### src/rtl/blkmove_pkg.sv
package blkmove_pkg;

  typedef enum logic [1:0] {
    ST_IDLE = 2'd0,
    ST_ASK  = 2'd1,
    ST_RD   = 2'd2,
    ST_WR   = 2'd3
  } seq_state_t;

  // register offsets
  localparam int OFS_CTRL = 0;
  localparam int OFS_SRC  = 1;
  localparam int OFS_DST  = 2;
  localparam int OFS_CNT  = 3;
  localparam int OFS_STAT = 4;

  // control word, bit 0 at the bottom
  typedef struct packed {
    logic ie;
    logic dinc;
    logic sinc;
    logic trig_edge;
    logic burst;
    logic en;
  } ctrl_t;

  localparam int CTRL_W = $bits(ctrl_t);

  function automatic int reg_width(input int aw, input int cw);
    int w;
    w = (aw > cw) ? aw : cw;
    return (w < 8) ? 8 : w;
  endfunction

endpackage

### src/rtl/blkmove_regs.sv
module blkmove_regs
  import blkmove_pkg::*;
#(
  parameter int AW = 16,
  parameter int CW = 16,
  parameter int RW = 16
) (
  input  logic          clk,
  input  logic          rst_n,
  input  logic          cfg_we,
  input  logic [2:0]    cfg_addr,
  input  logic [RW-1:0] cfg_wdata,
  output logic [RW-1:0] cfg_rdata,
  input  logic          busy,
  input  logic          word_done,
  output ctrl_t         ctrl,
  output logic          done,
  output logic [AW-1:0] src,
  output logic [AW-1:0] dst,
  output logic          cnt_zero,
  output logic          cnt_last
);

  ctrl_t         ctrl_q, ctrl_n;
  logic          done_q, done_n;
  logic [AW-1:0] src_q, src_n;
  logic [AW-1:0] dst_q, dst_n;
  logic [CW-1:0] cnt_q, cnt_n;

  assign cnt_zero = (cnt_q == '0);
  assign cnt_last = (cnt_q == CW'(1));

  always_comb begin
    ctrl_n = ctrl_q;
    done_n = done_q;
    src_n  = src_q;
    dst_n  = dst_q;
    cnt_n  = cnt_q;
    if (cfg_we) begin
      unique case (cfg_addr)
        3'(OFS_CTRL): ctrl_n = ctrl_t'(cfg_wdata[CTRL_W-1:0]);
        3'(OFS_SRC):  if (!ctrl_q.en) src_n = cfg_wdata[AW-1:0];
        3'(OFS_DST):  if (!ctrl_q.en) dst_n = cfg_wdata[AW-1:0];
        3'(OFS_CNT):  if (!ctrl_q.en) cnt_n = cfg_wdata[CW-1:0];
        3'(OFS_STAT): if (cfg_wdata[0]) done_n = 1'b0;
        default: ;
      endcase
    end
    if (word_done) begin
      cnt_n = cnt_q - CW'(1);
      if (ctrl_q.sinc) src_n = src_q + AW'(1);
      if (ctrl_q.dinc) dst_n = dst_q + AW'(1);
      if (cnt_last) begin
        ctrl_n.en = 1'b0;
        done_n    = 1'b1;
      end
    end else if (ctrl_q.en && !busy && cnt_zero) begin
      ctrl_n.en = 1'b0;
      done_n    = 1'b1;
    end
  end

  always_ff @(posedge clk or negedge rst_n) begin
    if (!rst_n) begin
      ctrl_q <= '0;
      done_q <= 1'b0;
      src_q  <= '0;
      dst_q  <= '0;
      cnt_q  <= '0;
    end else begin
      ctrl_q <= ctrl_n;
      done_q <= done_n;
      src_q  <= src_n;
      dst_q  <= dst_n;
      cnt_q  <= cnt_n;
    end
  end

  always_comb begin
    cfg_rdata = '0;
    unique case (cfg_addr)
      3'(OFS_CTRL): cfg_rdata = RW'({done_q, ctrl_q});
      3'(OFS_SRC):  cfg_rdata = RW'(src_q);
      3'(OFS_DST):  cfg_rdata = RW'(dst_q);
      3'(OFS_CNT):  cfg_rdata = RW'(cnt_q);
      3'(OFS_STAT): cfg_rdata = RW'({busy, done_q});
      default:      cfg_rdata = '0;
    endcase
  end

  assign ctrl = ctrl_q;
  assign done = done_q;
  assign src  = src_q;
  assign dst  = dst_q;

  // a word completion lowers the count by exactly one
  assert_count_step_R8: assert property (@(posedge clk) disable iff (!rst_n)
    word_done |=> (cnt_q == $past(cnt_q) - CW'(1)));

  // the last word closes the channel
  assert_finish_R8: assert property (@(posedge clk) disable iff (!rst_n)
    (word_done && cnt_last) |=> (!ctrl_q.en && done_q));

  // source register is frozen while enabled except for stepping
  assert_src_frozen_R2: assert property (@(posedge clk) disable iff (!rst_n)
    (ctrl_q.en && !word_done) |=> $stable(src_q));

endmodule

### src/rtl/blkmove_trig.sv
module blkmove_trig (
  input  logic clk,
  input  logic rst_n,
  input  logic trig_in,
  input  logic en,
  input  logic edge_mode,
  input  logic take,
  output logic go
);

  logic trig_q;
  logic pend_q, pend_n;
  logic rise;

  assign rise = trig_in & ~trig_q;
  assign go   = edge_mode ? (pend_q | rise) : trig_in;

  always_comb begin
    if (!en || !edge_mode) pend_n = 1'b0;
    else if (take)         pend_n = pend_q & rise;
    else                   pend_n = pend_q | rise;
  end

  always_ff @(posedge clk or negedge rst_n) begin
    if (!rst_n) begin
      trig_q <= 1'b0;
      pend_q <= 1'b0;
    end else begin
      trig_q <= trig_in;
      pend_q <= pend_n;
    end
  end

  // an edge held while busy survives until it is consumed
  assert_pending_kept_R11: assert property (@(posedge clk) disable iff (!rst_n)
    (pend_q && !take && en && edge_mode) |=> pend_q);

endmodule

### src/rtl/blkmove_seq.sv
module blkmove_seq
  import blkmove_pkg::*;
#(
  parameter int AW = 16,
  parameter int DW = 16
) (
  input  logic          clk,
  input  logic          rst_n,
  input  logic          en,
  input  logic          burst,
  input  logic          go,
  input  logic          cnt_zero,
  input  logic          cnt_last,
  input  logic [AW-1:0] src,
  input  logic [AW-1:0] dst,
  input  logic          bus_gnt,
  input  logic [DW-1:0] mem_rdata,
  output logic          bus_req,
  output logic [AW-1:0] mem_addr,
  output logic          mem_rd,
  output logic          mem_wr,
  output logic [DW-1:0] mem_wdata,
  output logic          take,
  output logic          word_done,
  output logic          busy
);

  seq_state_t    st_q, st_n;
  logic [DW-1:0] hold_q;
  logic          hold_ld;

  assign take = (st_q == ST_IDLE) && en && go && !cnt_zero;

  always_comb begin
    st_n = st_q;
    unique case (st_q)
      ST_IDLE: if (take) st_n = ST_ASK;
      ST_ASK:  if (bus_gnt) st_n = ST_RD;
      ST_RD:   st_n = ST_WR;
      ST_WR:   st_n = (cnt_last || !burst || !en) ? ST_IDLE : ST_RD;
      default: st_n = ST_IDLE;
    endcase
  end

  assign hold_ld = (st_q == ST_RD);

  always_ff @(posedge clk or negedge rst_n) begin
    if (!rst_n) st_q <= ST_IDLE;
    else        st_q <= st_n;
  end

  always_ff @(posedge clk or negedge rst_n) begin
    if (!rst_n)       hold_q <= '0;
    else if (hold_ld) hold_q <= mem_rdata;
  end

  assign busy      = (st_q != ST_IDLE);
  assign bus_req   = busy;
  assign mem_rd    = (st_q == ST_RD);
  assign mem_wr    = (st_q == ST_WR);
  assign word_done = mem_wr;
  assign mem_addr  = mem_wr ? dst : src;
  assign mem_wdata = hold_q;

  assert_strobe_needs_grant_R3: assert property (@(posedge clk) disable iff (!rst_n)
    (mem_rd || mem_wr) |-> (bus_req && bus_gnt));

  assert_read_then_write_R4: assert property (@(posedge clk) disable iff (!rst_n)
    mem_rd |=> mem_wr);

  assert_burst_holds_bus_R5: assert property (@(posedge clk) disable iff (!rst_n)
    (mem_wr && burst && en && !cnt_last) |=> (bus_req && mem_rd));

  assert_steal_releases_R6: assert property (@(posedge clk) disable iff (!rst_n)
    (mem_wr && !burst) |=> !bus_req);

  assert_last_releases_R8: assert property (@(posedge clk) disable iff (!rst_n)
    (mem_wr && cnt_last) |=> !bus_req);

endmodule

### src/rtl/blkmove_dma.sv
module blkmove_dma
  import blkmove_pkg::*;
#(
  parameter int AW = 16,
  parameter int DW = 16,
  parameter int CW = 16,
  localparam int RW = reg_width(AW, CW)
) (
  input  logic          clk,
  input  logic          rst_n,
  input  logic          cfg_we,
  input  logic [2:0]    cfg_addr,
  input  logic [RW-1:0] cfg_wdata,
  output logic [RW-1:0] cfg_rdata,
  input  logic          xfer_trig,
  output logic          bus_req,
  input  logic          bus_gnt,
  output logic [AW-1:0] mem_addr,
  output logic          mem_rd,
  output logic          mem_wr,
  output logic [DW-1:0] mem_wdata,
  input  logic [DW-1:0] mem_rdata,
  output logic          irq
);

  logic [1:0]    rsync_q;
  logic          rst_int_n;
  ctrl_t         ctrl;
  logic          done;
  logic [AW-1:0] src, dst;
  logic          cnt_zero, cnt_last;
  logic          go, take, word_done, busy;

  // asynchronous assertion, synchronous release
  always_ff @(posedge clk or negedge rst_n) begin
    if (!rst_n) rsync_q <= '0;
    else        rsync_q <= {rsync_q[0], 1'b1};
  end
  assign rst_int_n = rsync_q[1];

  blkmove_regs #(.AW(AW), .CW(CW), .RW(RW)) u_regs (
    .clk       (clk),
    .rst_n     (rst_int_n),
    .cfg_we    (cfg_we),
    .cfg_addr  (cfg_addr),
    .cfg_wdata (cfg_wdata),
    .cfg_rdata (cfg_rdata),
    .busy      (busy),
    .word_done (word_done),
    .ctrl      (ctrl),
    .done      (done),
    .src       (src),
    .dst       (dst),
    .cnt_zero  (cnt_zero),
    .cnt_last  (cnt_last)
  );

  blkmove_trig u_trig (
    .clk       (clk),
    .rst_n     (rst_int_n),
    .trig_in   (xfer_trig),
    .en        (ctrl.en),
    .edge_mode (ctrl.trig_edge),
    .take      (take),
    .go        (go)
  );

  blkmove_seq #(.AW(AW), .DW(DW)) u_seq (
    .clk       (clk),
    .rst_n     (rst_int_n),
    .en        (ctrl.en),
    .burst     (ctrl.burst),
    .go        (go),
    .cnt_zero  (cnt_zero),
    .cnt_last  (cnt_last),
    .src       (src),
    .dst       (dst),
    .bus_gnt   (bus_gnt),
    .mem_rdata (mem_rdata),
    .bus_req   (bus_req),
    .mem_addr  (mem_addr),
    .mem_rd    (mem_rd),
    .mem_wr    (mem_wr),
    .mem_wdata (mem_wdata),
    .take      (take),
    .word_done (word_done),
    .busy      (busy)
  );

  assign irq = done & ctrl.ie;

  // level mode never starts without the trigger held high
  assert_level_needs_trigger_R10: assert property (@(posedge clk) disable iff (!rst_int_n)
    (take && !ctrl.trig_edge) |-> xfer_trig);

endmodule

### config.mk
export PLATFORM = sky130hd
export DESIGN_NAME = blkmove_dma
export DESIGN_NICKNAME = d
export VERILOG_FILES = /design/src/rtl/blkmove_pkg.sv /design/src/rtl/blkmove_regs.sv /design/src/rtl/blkmove_trig.sv /design/src/rtl/blkmove_seq.sv /design/src/rtl/blkmove_dma.sv
export SDC_FILE = /design/constraint.sdc
export NUM_CORES = 1
export LEC_CHECK = 0
export ABC_AREA = 0
export CORE_ASPECT_RATIO = 0.8
export CORE_MARGIN = 2
export CORE_UTILIZATION = 40
export DETAILED_ROUTE_END_ITERATION = 16
export DONT_BUFFER_PORTS = 1
export GPL_ROUTABILITY_DRIVEN = 0
export SLEW_MARGIN = 20
export SYNTH_ARGS = -nofsm -noshare
export SYNTH_HDL_FRONTEND = slang
export SYNTH_SLANG_ARGS = --single-unit
export TNS_END_PERCENT = 50
### constraint.sdc
create_clock -name clk -period 4 [get_ports clk]
set_input_delay 0 -clock clk [delete_from_list [all_inputs] [get_ports clk]]
set_output_delay 0 -clock clk [all_outputs]
set_load 0.01 [all_outputs]
==> results of run 1 <==
[through the flow]
stage | instance area, um2 | std cells | total power [mW] | setup WS (ns)
finish | 5630 | 715 | 4.07 | 1.82
global route | 5620 | 713 | 4.33 | 1.54
CTS | 5590 | 712 | 4.04 | 1.87
detailed placement | 4840 | 653 | 3.06 | 1.91
global placement | 4840 | 653 | 3.03 | 1.99
floorplan | 4780 | 541 | 2.66 | 1.70
[cells in the mapped netlist, types with 12 or more instances]
cell                       number
sky130_fd_sc_hd__mux2_1        31
sky130_fd_sc_hd__nor2_1        54
sky130_fd_sc_hd__nor3_1        18
sky130_fd_sc_hd__dfrtp_1       77
sky130_fd_sc_hd__nand3_1       25
sky130_fd_sc_hd__clkbuf_1      27
sky130_fd_sc_hd__a21oi_1       25
sky130_fd_sc_hd__a211oi_1      17
sky130_fd_sc_hd__nand2_1       71
sky130_fd_sc_hd__nand4_1       12
sky130_fd_sc_hd__o21ai_1       19
sky130_fd_sc_hd__a311oi_1      12
[report_power, final]
part	switching (mW)	leakage, nW	total [mW]	internal [mW]
combinational	0.871	1.24	1.47	0.603
clock	0.321	0.163	0.900	0.578
sequential	0.589	0.885	1.70	1.11
[metal layers]
layer,vias up,global-route usage (%),share of wire (%)
met3,29,6.60,9.2
met5,-,0,0
met2,249,35.9,44
met1,2249,35.7,45
met4,0,6.17,1.6
li1,2043,-,-
[layout make-up]
type	instances	area [um2]	share of cell area [%]
Tap cell	148	185	3.29
Timing Repair Buffer	47	480	8.54
Sequential cell	77	1930	34.3
Inverter	12	45.0	0.801
Multi-Input combinational cell	413	2650	47.2
Antenna cell	2	5.00	0.0890
Clock buffer	12	256	4.56
Clock inverter	4	70.1	1.25
[worst min path at each step]
| stage | start | end | cells after the start |
|---|---|---|---|
| detailed placement | rst_n | rsync_q[0] | 0 |
| global route | xfer_trig | u_trig.pend_q | 3 |
| global placement | rst_n | rsync_q[0] | 0 |
| floorplan | rst_n | rsync_q[0] | 0 |
| CTS | cfg_addr[1] | u_regs.src[15] | 4 |
| finish | xfer_trig | u_trig.pend_q | 3 |
[logic make-up (layout without fill, tap and decap cells)]
group	count (synthesis)	count (layout)	synth area share [%]
simple gates	239	239	25.2
flops	77	77	40.3
buf+inv	51	75	4.16
mux	46	46	11.8
compound gates	123	123	17.4
fa+ha+maj	4	4	1.05
other cells	1	3	0.0785
[tightest hold or removal path: cells and delay by family]
family / cells / cell delay, ns
AND/OR/NAND/NOR: 2 / 0.17
AO/OA/AOI/OAI: 1 / 0.15
[flip-flops by register name, indices dropped and copies added (netlist names)]
| signal | cells |
|---|---|
| u_regs.cnt_q | 16 |
| u_regs.dst | 16 |
| u_regs.src | 16 |
| u_seq.mem_wdata | 16 |
| u_regs.ctrl | 6 |
| rsync_q | 2 |
| u_seq.st_q | 2 |
| u_regs.done | 1 |
| u_trig.pend_q | 1 |
| u_trig.trig_q | 1 |
==> results.txt, run 1 <==
----------------------------------------------------
[Outcome]
  Result of the run ... completed

[Routing]
  Via-to-Cell Ratio ... 6.39
  Total Wirelength ... 15400 um
  Routed wirelength normalized by instance count ... 21.6 um
  Count of antenna-violating nets left after detailed routing ... 0
  First DRT Iteration DRCs ... 560
  Total iterations of the first detailed-routing run ... 6
  DRC ... 0
  Number of vias after detailed routing ... about 4600

[STA]
  Hold WS ... 0.0201 ns
  Slew at the pin closest to its max-slew limit ... a little over 0.7 ns
  Hold Vio Cnt, Final ... 0
  Unrepaired setup endpoints after global routing ... false
  Count of final setup violators ... 0
  Slew headroom ... approximately half
  Clock tree skew after final layout ... slightly below 0.005 ns
  Peak clock frequency supported by timing ... about 460 MHz
  Number of pins exceeding their max-slew limit in the final report ... 0
  Time the worst path needs with I/O delays and setup ... about 2.2 ns
  Portion of the clock cycle consumed by the worst path in the final layout ... a little over half
  Sum Neg Setup Slack ... 0 ns

[Clock tree]
  CTS Hold Bufs ... between 40 and 50
  Clock buffers created by TritonCTS ... 9
  Count of instances resized after the clock tree is built ... 0
  Number of buffers on the longest clock path ... 2
  CTS tree ... done
  Post-CTS setup repair buffer count ... 0
  Clock root cell ... sky130_fd_sc_hd__clkbuf_16
  H-tree levels ... 3
  Clock insertion delay at the later pin of the skew report ... ~0.34 ns
  Clock transition at path regs ... approximately 0.06 ns
  Clock sinks ... just under 80

[Yosys]
  Area leader, netlist ... sky130_fd_sc_hd__dfrtp_1
  Post-synthesis sequential element count ... 77
  Cell area after synthesis ... between 4000 and 5000 um2
  Seq/Total Area, Yosys ... about two fifths
  Async set or reset register ratio after synthesis ... 100%
  Number of flops mapped to enable cells by yosys ... 0
  Ys flop type ... sky130_fd_sc_hd__dfrtp_1
  Yosys top cell area share ... about two fifths
  Number of warnings issued by yosys ... 0
  Number of cells produced by synthesis ... around 540
  Distinct cell type count of the synthesized netlist ... 58
  Avg Cell Area, Syn ... 8.83 um2
  Net count after synthesis ... a little under 600
  Top cells by area in the synthesized netlist ... sky130_fd_sc_hd__dfrtp_1 (40%), sky130_fd_sc_hd__mux2_1 (7.3%), sky130_fd_sc_hd__nand2_1 (5.6%)

[Global routing]
  Antenna violations before repair ... 2
  GRT Util Overall ... between 20% and 30%
  Maximum number of pins on one net before global-route repair ... 76
  Number of global-route vias before repair ... 4159
  Global-route wire length before repair ... between 20000 and 25000 um
  Overall overflow remaining after global route ... 0

[Setup path]
  Critical-path cell list ... nand3_1 > nor3_1 > a211oi_1 > a311oi_1
  Startpoint Class ... flop
  Largest stage delay, worst path ... approximately 0.7 ns
  Reg2Reg Launch Point ... u_seq.st_q[0]
  Crit path max-delay cell type ... sky130_fd_sc_hd__nor3_1
  Critical Path Sink ... u_regs.src[13]
  Worst setup path category ... reg2reg
  Logic depth of the worst setup path including buffers ... 4
  Crit path max fanout ... 11
  Largest delay contributor family on the critical path ... simple AND/OR/NAND/NOR gates
  Reg2reg setup slack ... between 1.5 and 2 ns
  WP data required ... around 4.2 ns
  Buffer and inverter count on the worst path ... 0
  Crit path arrival time ... approximately 2.4 ns
  Crit Reg-Reg Endpoint ... u_regs.src[13]
  Worst setup EP type ... flop
  Logic depth of the worst register-to-register path ... 4
  Critical path origin ... u_seq.st_q[0]

[Die]
  Y dimension of the die ... slightly above 100 um
  Ports ... 92
  Core outline area ... 11600 um2
  Horizontal die dimension ... between 100 and 150 um
  Row Count ... 35
  Initial standard-cell utilization of the core ... between 40 and 50%
  Overall die area ... about 13000 um2

[Finish]
  Share of cells above drive strength 1 ... under 10%
  Syn-to-layout area delta ... 17.7%
  Utilization after layout ... roughly 50%
  Highest-count cells in the layout ignoring fill and taps ... sky130_fd_sc_hd__dfrtp_1 (76), sky130_fd_sc_hd__nand2_1 (71), sky130_fd_sc_hd__nor2_1 (54)
  Net total in the final layout ... between 600 and 700
  Leading cell type in the layout, fill and taps excluded ... sky130_fd_sc_hd__dfrtp_1
  Fill cells ... 1085

[Placement]
  HPWL Detailed ... 10600 um
  Number of buffers inserted by port buffering ... 0

[Run]
  Max-cap violation count ... 0

[Power]
  Total leakage power ... approximately 2.3 nW
  Worst vdd rail ir drop ... 0.269 mV
  Power per cell area ... a little over 700 nW/um2

[Worst hold path]
  Hold Path Class ... in2reg

----------------------------------------------------
Note: power is estimated with default switching activity, not from simulation.
==> inputs of run 2 (changes only) <==
==> constraint.sdc (replaced) <==
create_clock -name clk -period 2 [get_ports clk]
set_input_delay 0 -clock clk [delete_from_list [all_inputs] [get_ports clk]]
set_output_delay 0 -clock clk [all_outputs]
set_load 0.01 [all_outputs]
==> run 2 against run 1 <==
Critical path depth stayed put. Register-to-register slack worse by 1.8 ns. Highest routed layer is now met5. Die area stayed put. Critical path type unchanged. Critical endpoint is now u_seq.st_q[0]. Clock skew down 0.00050 ns. Largest power group is now combinational logic.
==> results.txt, run 2 (synthesized netlist as in run 1, its figures left out) <==
----------------------------------------------------
[Clock tree]
  Clock insertion delay at the later pin of the skew report ... 0.34 ns (about the same)
  Clock buffers created by TritonCTS ... 9 (unchanged)
  H-tree levels ... 3 (unchanged)
  Number of buffers on the longest clock path ... 2 (unchanged)
  Clock sinks ... 77 (unchanged)
  CTS tree ... done
  Clock transition at path regs ... 0.06 ns (about the same)
  Clock root cell ... sky130_fd_sc_hd__clkbuf_16

[Setup path]
  Worst setup path category ... reg2reg
  Critical-path cell list ... or4_1 > nor4_4 > a2111oi_1 > or3_1
  Crit path max fanout ... 4 (-7)
  Worst setup EP type ... flop
  Crit Reg-Reg Endpoint ... u_seq.st_q[0]
  Reg2reg setup slack ... 0.06 ns (-1.76 ns)
  WP data required ... 2.22 ns (-2.02 ns)
  Startpoint Class ... flop
  Critical path origin ... u_regs.cnt_q[11]
  Crit path max-delay cell type ... sky130_fd_sc_hd__or4_1
  Reg2Reg Launch Point ... u_regs.cnt_q[11]
  Crit path arrival time ... 2.16 ns (-0.26 ns)
  Largest stage delay, worst path ... 0.60 ns (-0.10 ns)
  Logic depth of the worst register-to-register path ... 4 (unchanged)

[Routing]
  Number of vias after detailed routing ... 4662 (+2.0%)
  Total iterations of the first detailed-routing run ... 5 (-1)
  First DRT Iteration DRCs ... 681 (+22%)
  DRC ... 0 (unchanged)
  Total Wirelength ... 16100 um (+4.4%)
  Count of antenna-violating nets left after detailed routing ... 0 (unchanged)
  Via-to-Cell Ratio ... 6.19 (-3.1%)
  Routed wirelength normalized by instance count ... 21.4 um (-0.82%)

[Global routing]
  Overall overflow remaining after global route ... 0 (unchanged)
  GRT Util Overall ... 25.7% (+1.3 points)
  Antenna violations before repair ... 3 (+1)
  Global-route wire length before repair ... 25300 um (+5.6%)
  Number of global-route vias before repair ... 4371 (+5.1%)
  Maximum number of pins on one net before global-route repair ... 76 (unchanged)

[STA]
  PnR worst setup slack ... 0.0640 ns (-1.76 ns)
  Count of final setup violators ... 0 (unchanged)
  Portion of the clock cycle consumed by the worst path in the final layout ... 96.8% (+42 points)
  Time the worst path needs with I/O delays and setup ... 1.94 ns (-0.244 ns)
  Peak clock frequency supported by timing ... 517 MHz (+13%)
  Number of pins exceeding their max-slew limit in the final report ... 0 (unchanged)
  Slew headroom ... 54.8% (+3.4 points)
  Sum Neg Setup Slack ... 0 ns (unchanged)
  Slew at the pin closest to its max-slew limit ... 0.668 ns (-0.0540 ns)
  Hold Vio Cnt, Final ... 0 (unchanged)
  Clock tree skew after final layout ... 0.00442 ns (-0.000501 ns)
  Unrepaired setup endpoints after global routing ... false

[Die]
  Y dimension of the die ... 102 um (unchanged)
  Ports ... 92 (unchanged)
  Core outline area ... 11600 um2 (unchanged)
  Overall die area ... 12800 um2 (unchanged)
  Horizontal die dimension ... 126 um (unchanged)
  Initial standard-cell utilization of the core ... 41.3% (unchanged)
  Row Count ... 35 (unchanged)

[Outcome]
  Result of the run ... completed

[Run]
  Max-cap violation count ... 0 (unchanged)

[Worst hold path]
  Hold path cells ... 3 (unchanged)
  Hold Path Class ... in2reg
  Endpoint of the worst hold-timing path ... u_regs.ctrl[0]
  Hold path start ... cfg_addr[2]

[Power]
  Worst vdd rail ir drop ... 0.559 mV (+110%)
  Power per cell area ... 1430 nW/um2 (+98%)
  Post-route total power ... 8.44 mW (+110%)
  Total leakage power ... 2.48 nW (+8.4%)

[Finish]
  Net total in the final layout ... 643 (+6.5%)
  Highest-count cells in the layout ignoring fill and taps ... sky130_fd_sc_hd__dfrtp_1 (76), sky130_fd_sc_hd__nand2_1 (71), sky130_fd_sc_hd__nor2_1 (54)
  Share of cells above drive strength 1 ... 12.4% (+6.4 points)
  Leading cell type in the layout, fill and taps excluded ... sky130_fd_sc_hd__dfrtp_1
  Fill cells ... 1075 (-0.92%)
  Syn-to-layout area delta ... 23.3%

[Placement]
  HPWL Detailed ... 11500 um (+8.3%)
  Setup WS pre-CTS ... 0.0714 ns (-1.84 ns)
  Number of buffers inserted by port buffering ... 0 (unchanged)

----------------------------------------------------
-- run 2: cell types whose count changed in the layout (fill, tap and decap cells not counted), sizes merged --
cell / before / now
buf: 4 / 43
clkinv: 3 / 6
clkbuf: 12 / 10
bufinv: 2 / 1
diode: 2 / 1
-- run 2: worst max path at each step --
stage	cells past startpoint	end
after floorplan	5	u_seq.st_q[0]
after global placement	4	u_seq.st_q[0]
after detailed placement	4	u_seq.st_q[0]
after CTS	4	u_seq.st_q[0]
after global routing	5	u_regs.cnt_q[13]
final	4	u_seq.st_q[0]
-- run 2: worst max-delay path: cells and delay by family, from the launching register on --
| family | cells | cell delay [ns] |
|---|---|---|
| and+or+nand+nor | 3 | 1.28 |
| DFF | 1 | 0.41 |
| AOI/OAI and AO/OA | 1 | 0.12 |
-- run 2: per-stage QoR --
step	cells	hold WS, ns	util, %	instance area [um2]
2_1_floorplan	541	-0.296	-	4780
3_3_place_gp	690	-0.296	44.3	5120
3_5_place_dp	690	-0.296	44.3	5120
4_1_cts	749	0.00920	50.6	5860
5_1_grt	753	0.0462	51.0	5890
6_report	753	0.0176	51.0	5890
-- run 2: cell type report --
class | count | area, um2 | area share [%]
Sequential cell | 77 | 1930 | 32.7
Clock buffer | 10 | 239 | 4.06
Inverter | 12 | 47.5 | 0.807
Timing Repair Buffer | 86 | 766 | 13.0
Antenna cell | 1 | 2.50 | 0.0425
Multi-Input combinational cell | 413 | 2660 | 45.2
Tap cell | 148 | 185 | 3.14
Clock inverter | 6 | 62.6 | 1.06
-- run 2: repair_timing --
action / 4_1_cts / 5_1_grt
hold buffers: 43 / 0
buffers inserted: 0 / 3
gates resized for setup: 0 / 3
hold endpoints to repair: 76 / 0
endpoints found under the setup margin: 0 / 5
-- run 2: report_power, final --
| part | switching (mW) | internal (mW) |
|---|---|---|
| combinational | 2.04 | 1.50 |
| clock | 0.687 | 0.999 |
| sequential | 1.00 | 2.22 |
-- run 2: layer usage --
layer | part of all wire (%) | routed length [um] | vias to the layer above | track usage (%)
li1 | - | - | 2117 | -
met1 | 45 | 7200 | 2291 | 37.9
met2 | 43 | 6950 | 230 | 36.7
met3 | 11 | 1820 | 20 | 8.87
met4 | 0.89 | 143 | 4 | 4.99
met5 | 0.17 | 27 | - | 0
==> inputs of run 3 (changes only) <==
--- a/config.mk
+++ b/config.mk
@@ -8,10 +8,11 @@
 export ABC_AREA = 0
 export CORE_ASPECT_RATIO = 0.8
 export CORE_MARGIN = 2
-export CORE_UTILIZATION = 40
+export CORE_UTILIZATION = 31
 export DETAILED_ROUTE_END_ITERATION = 16
 export DONT_BUFFER_PORTS = 1
 export GPL_ROUTABILITY_DRIVEN = 0
+export SETUP_SLACK_MARGIN = 0.1
 export SLEW_MARGIN = 20
 export SYNTH_ARGS = -nofsm -noshare
 export SYNTH_HDL_FRONTEND = slang
==> constraint.sdc (replaced) <==
create_clock -name clk -period 2.4 [get_ports clk]
set_input_delay 0 -clock clk [delete_from_list [all_inputs] [get_ports clk]]
set_output_delay 0 -clock clk [all_outputs]
set_load 0.01 [all_outputs]
==> run 3 against run 2 <==
Sequential power shrank 13%. Sequential cell count did not move. Non-clock buffer count is 27 lower. Die area increased by 28%. Worst setup slack improved by 0.26 ns. First-iteration DRC count fell by 17%. Clock skew grew 0.0013 ns. Cell area down 1.9%. Critical path type unchanged. Largest cell class unchanged. Largest power group is now registers.
==> results.txt, run 3 (synthesized netlist as in run 1, its figures left out) <==
----------------------------------------------------
[Setup path]
  Startpoint Class ... flop
  Worst setup EP type ... flop
  WP data required ... 2.63 ns (+0.41 ns)
  Logic depth of the worst register-to-register path ... 4 (unchanged)
  Crit path max fanout ... 6 (+2)
  Reg2Reg Launch Point ... u_regs.cnt_q[10]
  Reg2reg setup slack ... 0.33 ns (+0.26 ns)
  Crit Reg-Reg Endpoint ... u_seq.st_q[0]
  Worst setup path category ... reg2reg
  Crit path arrival time ... 2.30 ns (+0.14 ns)

[Finish]
  Net total in the final layout ... 616 (-4.2%)
  Share of cells above drive strength 1 ... 8.32% (-4.1 points)
  Fill cells ... 1497 (+39%)
  Syn-to-layout area delta ... 20.9%
  Final std cells w/o fill ... 789 (+4.8%)
  Utilization after layout ... 38.4% (-13 points)
  Highest-count cells in the layout ignoring fill and taps ... sky130_fd_sc_hd__dfrtp_1 (76), sky130_fd_sc_hd__nand2_1 (71), sky130_fd_sc_hd__nor2_1 (54)
  Leading cell type in the layout, fill and taps excluded ... sky130_fd_sc_hd__dfrtp_1

[Die]
  Core outline area ... 15100 um2 (+30%)
  Y dimension of the die ... 115 um (+13%)
  Overall die area ... 16400 um2 (+28%)
  Row Count ... 40 (+14%)
  Horizontal die dimension ... 143 um (+13%)
  Initial standard-cell utilization of the core ... 31.7% (-9.6 points)
  Ports ... 92 (unchanged)

[Clock tree]
  Clock insertion delay at the later pin of the skew report ... 0.35 ns (about the same)
  Count of instances resized after the clock tree is built ... 0 (unchanged)
  Clock root cell ... sky130_fd_sc_hd__clkbuf_16
  Clock sinks ... 77 (unchanged)
  Clock transition at path regs ... 0.06 ns (about the same)
  Number of buffers on the longest clock path ... 2 (unchanged)
  Clock buffers created by TritonCTS ... 9 (unchanged)
  CTS tree ... done
  H-tree levels ... 3 (unchanged)

[Routing]
  Routed wire length on met2 ... 7390 um (+6.4%)
  Met3 wirelength from detailed routing ... 1320 um (-27%)
  Length of routed wiring on met1 ... 7110 um (-1.3%)
  Top routing layer in use ... met5
  Number of vias after detailed routing ... 4603 (-1.3%)
  Total Wirelength ... 16100 um (about the same)
  Total iterations of the first detailed-routing run ... 5 (unchanged)
  First DRT Iteration DRCs ... 564 (-17%)
  DRC ... 0 (unchanged)
  Count of antenna-violating nets left after detailed routing ... 0 (unchanged)
  Via-to-Cell Ratio ... 5.83 (-5.8%)
  Routed wirelength normalized by instance count ... 20.4 um (-4.6%)

[Worst hold path]
  Hold path cells ... 3 (unchanged)
  Hold Path Class ... in2reg
  Endpoint of the worst hold-timing path ... u_trig.pend_q
  Hold path start ... xfer_trig

[Power]
  Power per cell area ... 1190 nW/um2 (-17%)
  Worst vdd rail ir drop ... 0.443 mV (-21%)
  Total leakage power ... 2.33 nW (-6.1%)

[Placement]
  Setup WS pre-CTS ... 0.342 ns (+0.271 ns)
  HPWL Detailed ... 11600 um (+1.0%)
  Dpl cells ... 729 (+5.7%)
  Number of buffers inserted by port buffering ... 0 (unchanged)

[STA]
  Hold Vio Cnt, Final ... 0 (unchanged)
  Peak clock frequency supported by timing ... 483 MHz (-6.5%)
  Slew headroom ... 48.1% (-6.7 points)
  Portion of the clock cycle consumed by the worst path in the final layout ... 86.3% (-10 points)
  Sum Neg Setup Slack ... 0 ns (unchanged)
  Number of pins exceeding their max-slew limit in the final report ... 0 (unchanged)
  PnR worst setup slack ... 0.329 ns (+0.265 ns)
  Unrepaired setup endpoints after global routing ... false
  Clock tree skew after final layout ... 0.00568 ns (+0.00126 ns)
  Count of final setup violators ... 0 (unchanged)
  Hold WS ... 0.0209 ns (+0.00334 ns)
  Slew at the pin closest to its max-slew limit ... 0.773 ns (+0.104 ns)
  Time the worst path needs with I/O delays and setup ... 2.07 ns (+0.135 ns)

[Global routing]
  Overall overflow remaining after global route ... 0 (unchanged)
  Maximum number of pins on one net before global-route repair ... 76 (unchanged)
  Number of global-route vias before repair ... 4385 (+0.32%)
  GRT Util Overall ... 20.2% (-5.5 points)
  Global-route wire length before repair ... 25400 um (+0.27%)
  Antenna violations before repair ... 3 (unchanged)

[Outcome]
  Result of the run ... completed

[Run]
  Max-cap violation count ... 0 (unchanged)

----------------------------------------------------
## run 3: cell types whose count changed in the layout (fill, tap and decap cells not counted), sizes merged
cell / before / now
dlygate4sd3: 43 / 42
bufinv: 1 / 2
diode: 1 / 2
clkinvlp: 0 / 3
clkinv: 6 / 3
buf: 43 / 17
clkbuf: 10 / 9
## run 3: metal layers
metal  vias up  GRT usage, %
met1      2308          27.9
met5         -             0
li1       2073             -
met3        20          5.91
met4         2          6.34
met2       200          30.8
## run 3: final cells by class
| class | count | area [um2] | area share [%] |
|---|---|---|---|
| multi-input cells | 413 | 2650 | 45.9 |
| diodes | 2 | 5.00 | 0.0866 |
| flip-flops and latches | 77 | 1930 | 33.4 |
| inverters | 12 | 45.0 | 0.779 |
| repair buffers | 59 | 561 | 9.70 |
| clock buffers | 9 | 225 | 3.90 |
| clock inverters | 7 | 100 | 1.73 |
| well taps | 210 | 263 | 4.55 |
## run 3: timing repair
item,4_1_cts,5_1_grt
hold buffers,42,0
endpoints found under the hold margin,76,0
buffers inserted,0,0
## run 3: worst max path at each step
stage / start / end / slack (ns) / cells after the start
after floorplan: u_regs.cnt_q[10] / u_seq.st_q[0] / 0.53 / 5
after global placement: u_regs.cnt_q[10] / u_seq.st_q[0] / 0.39 / 4
after detailed placement: u_regs.cnt_q[10] / u_seq.st_q[0] / 0.34 / 4
after CTS: u_regs.cnt_q[10] / u_seq.st_q[0] / 0.33 / 4
after global routing: u_regs.cnt_q[0] / u_regs.cnt_q[13] / 0.19 / 4
final: u_regs.cnt_q[10] / u_seq.st_q[0] / 0.33 / 4
## run 3: critical path, cell delays in order, from the launching register on
cell	delay, ns
sky130_fd_sc_hd__dfrtp_1	0.42
sky130_fd_sc_hd__or4_1	0.69
sky130_fd_sc_hd__nor4_4	0.36
sky130_fd_sc_hd__a2111oi_1	0.13
sky130_fd_sc_hd__or3_1	0.35
## run 3: power breakdown
group          switching, mW  internal, mW  total [mW]
registers              0.960          1.85        2.81
clock network          0.590         0.914        1.50
logic                   1.51          1.07        2.58
total                   3.06          3.83        6.89
## run 3: metrics by stage
stage	instance area, um2	total power, mW
final	5780	6.89
after global routing	5780	7.32
after CTS	5770	6.86
after detailed placement	5030	5.24
after global placement	5030	5.14
after floorplan	4780	4.44
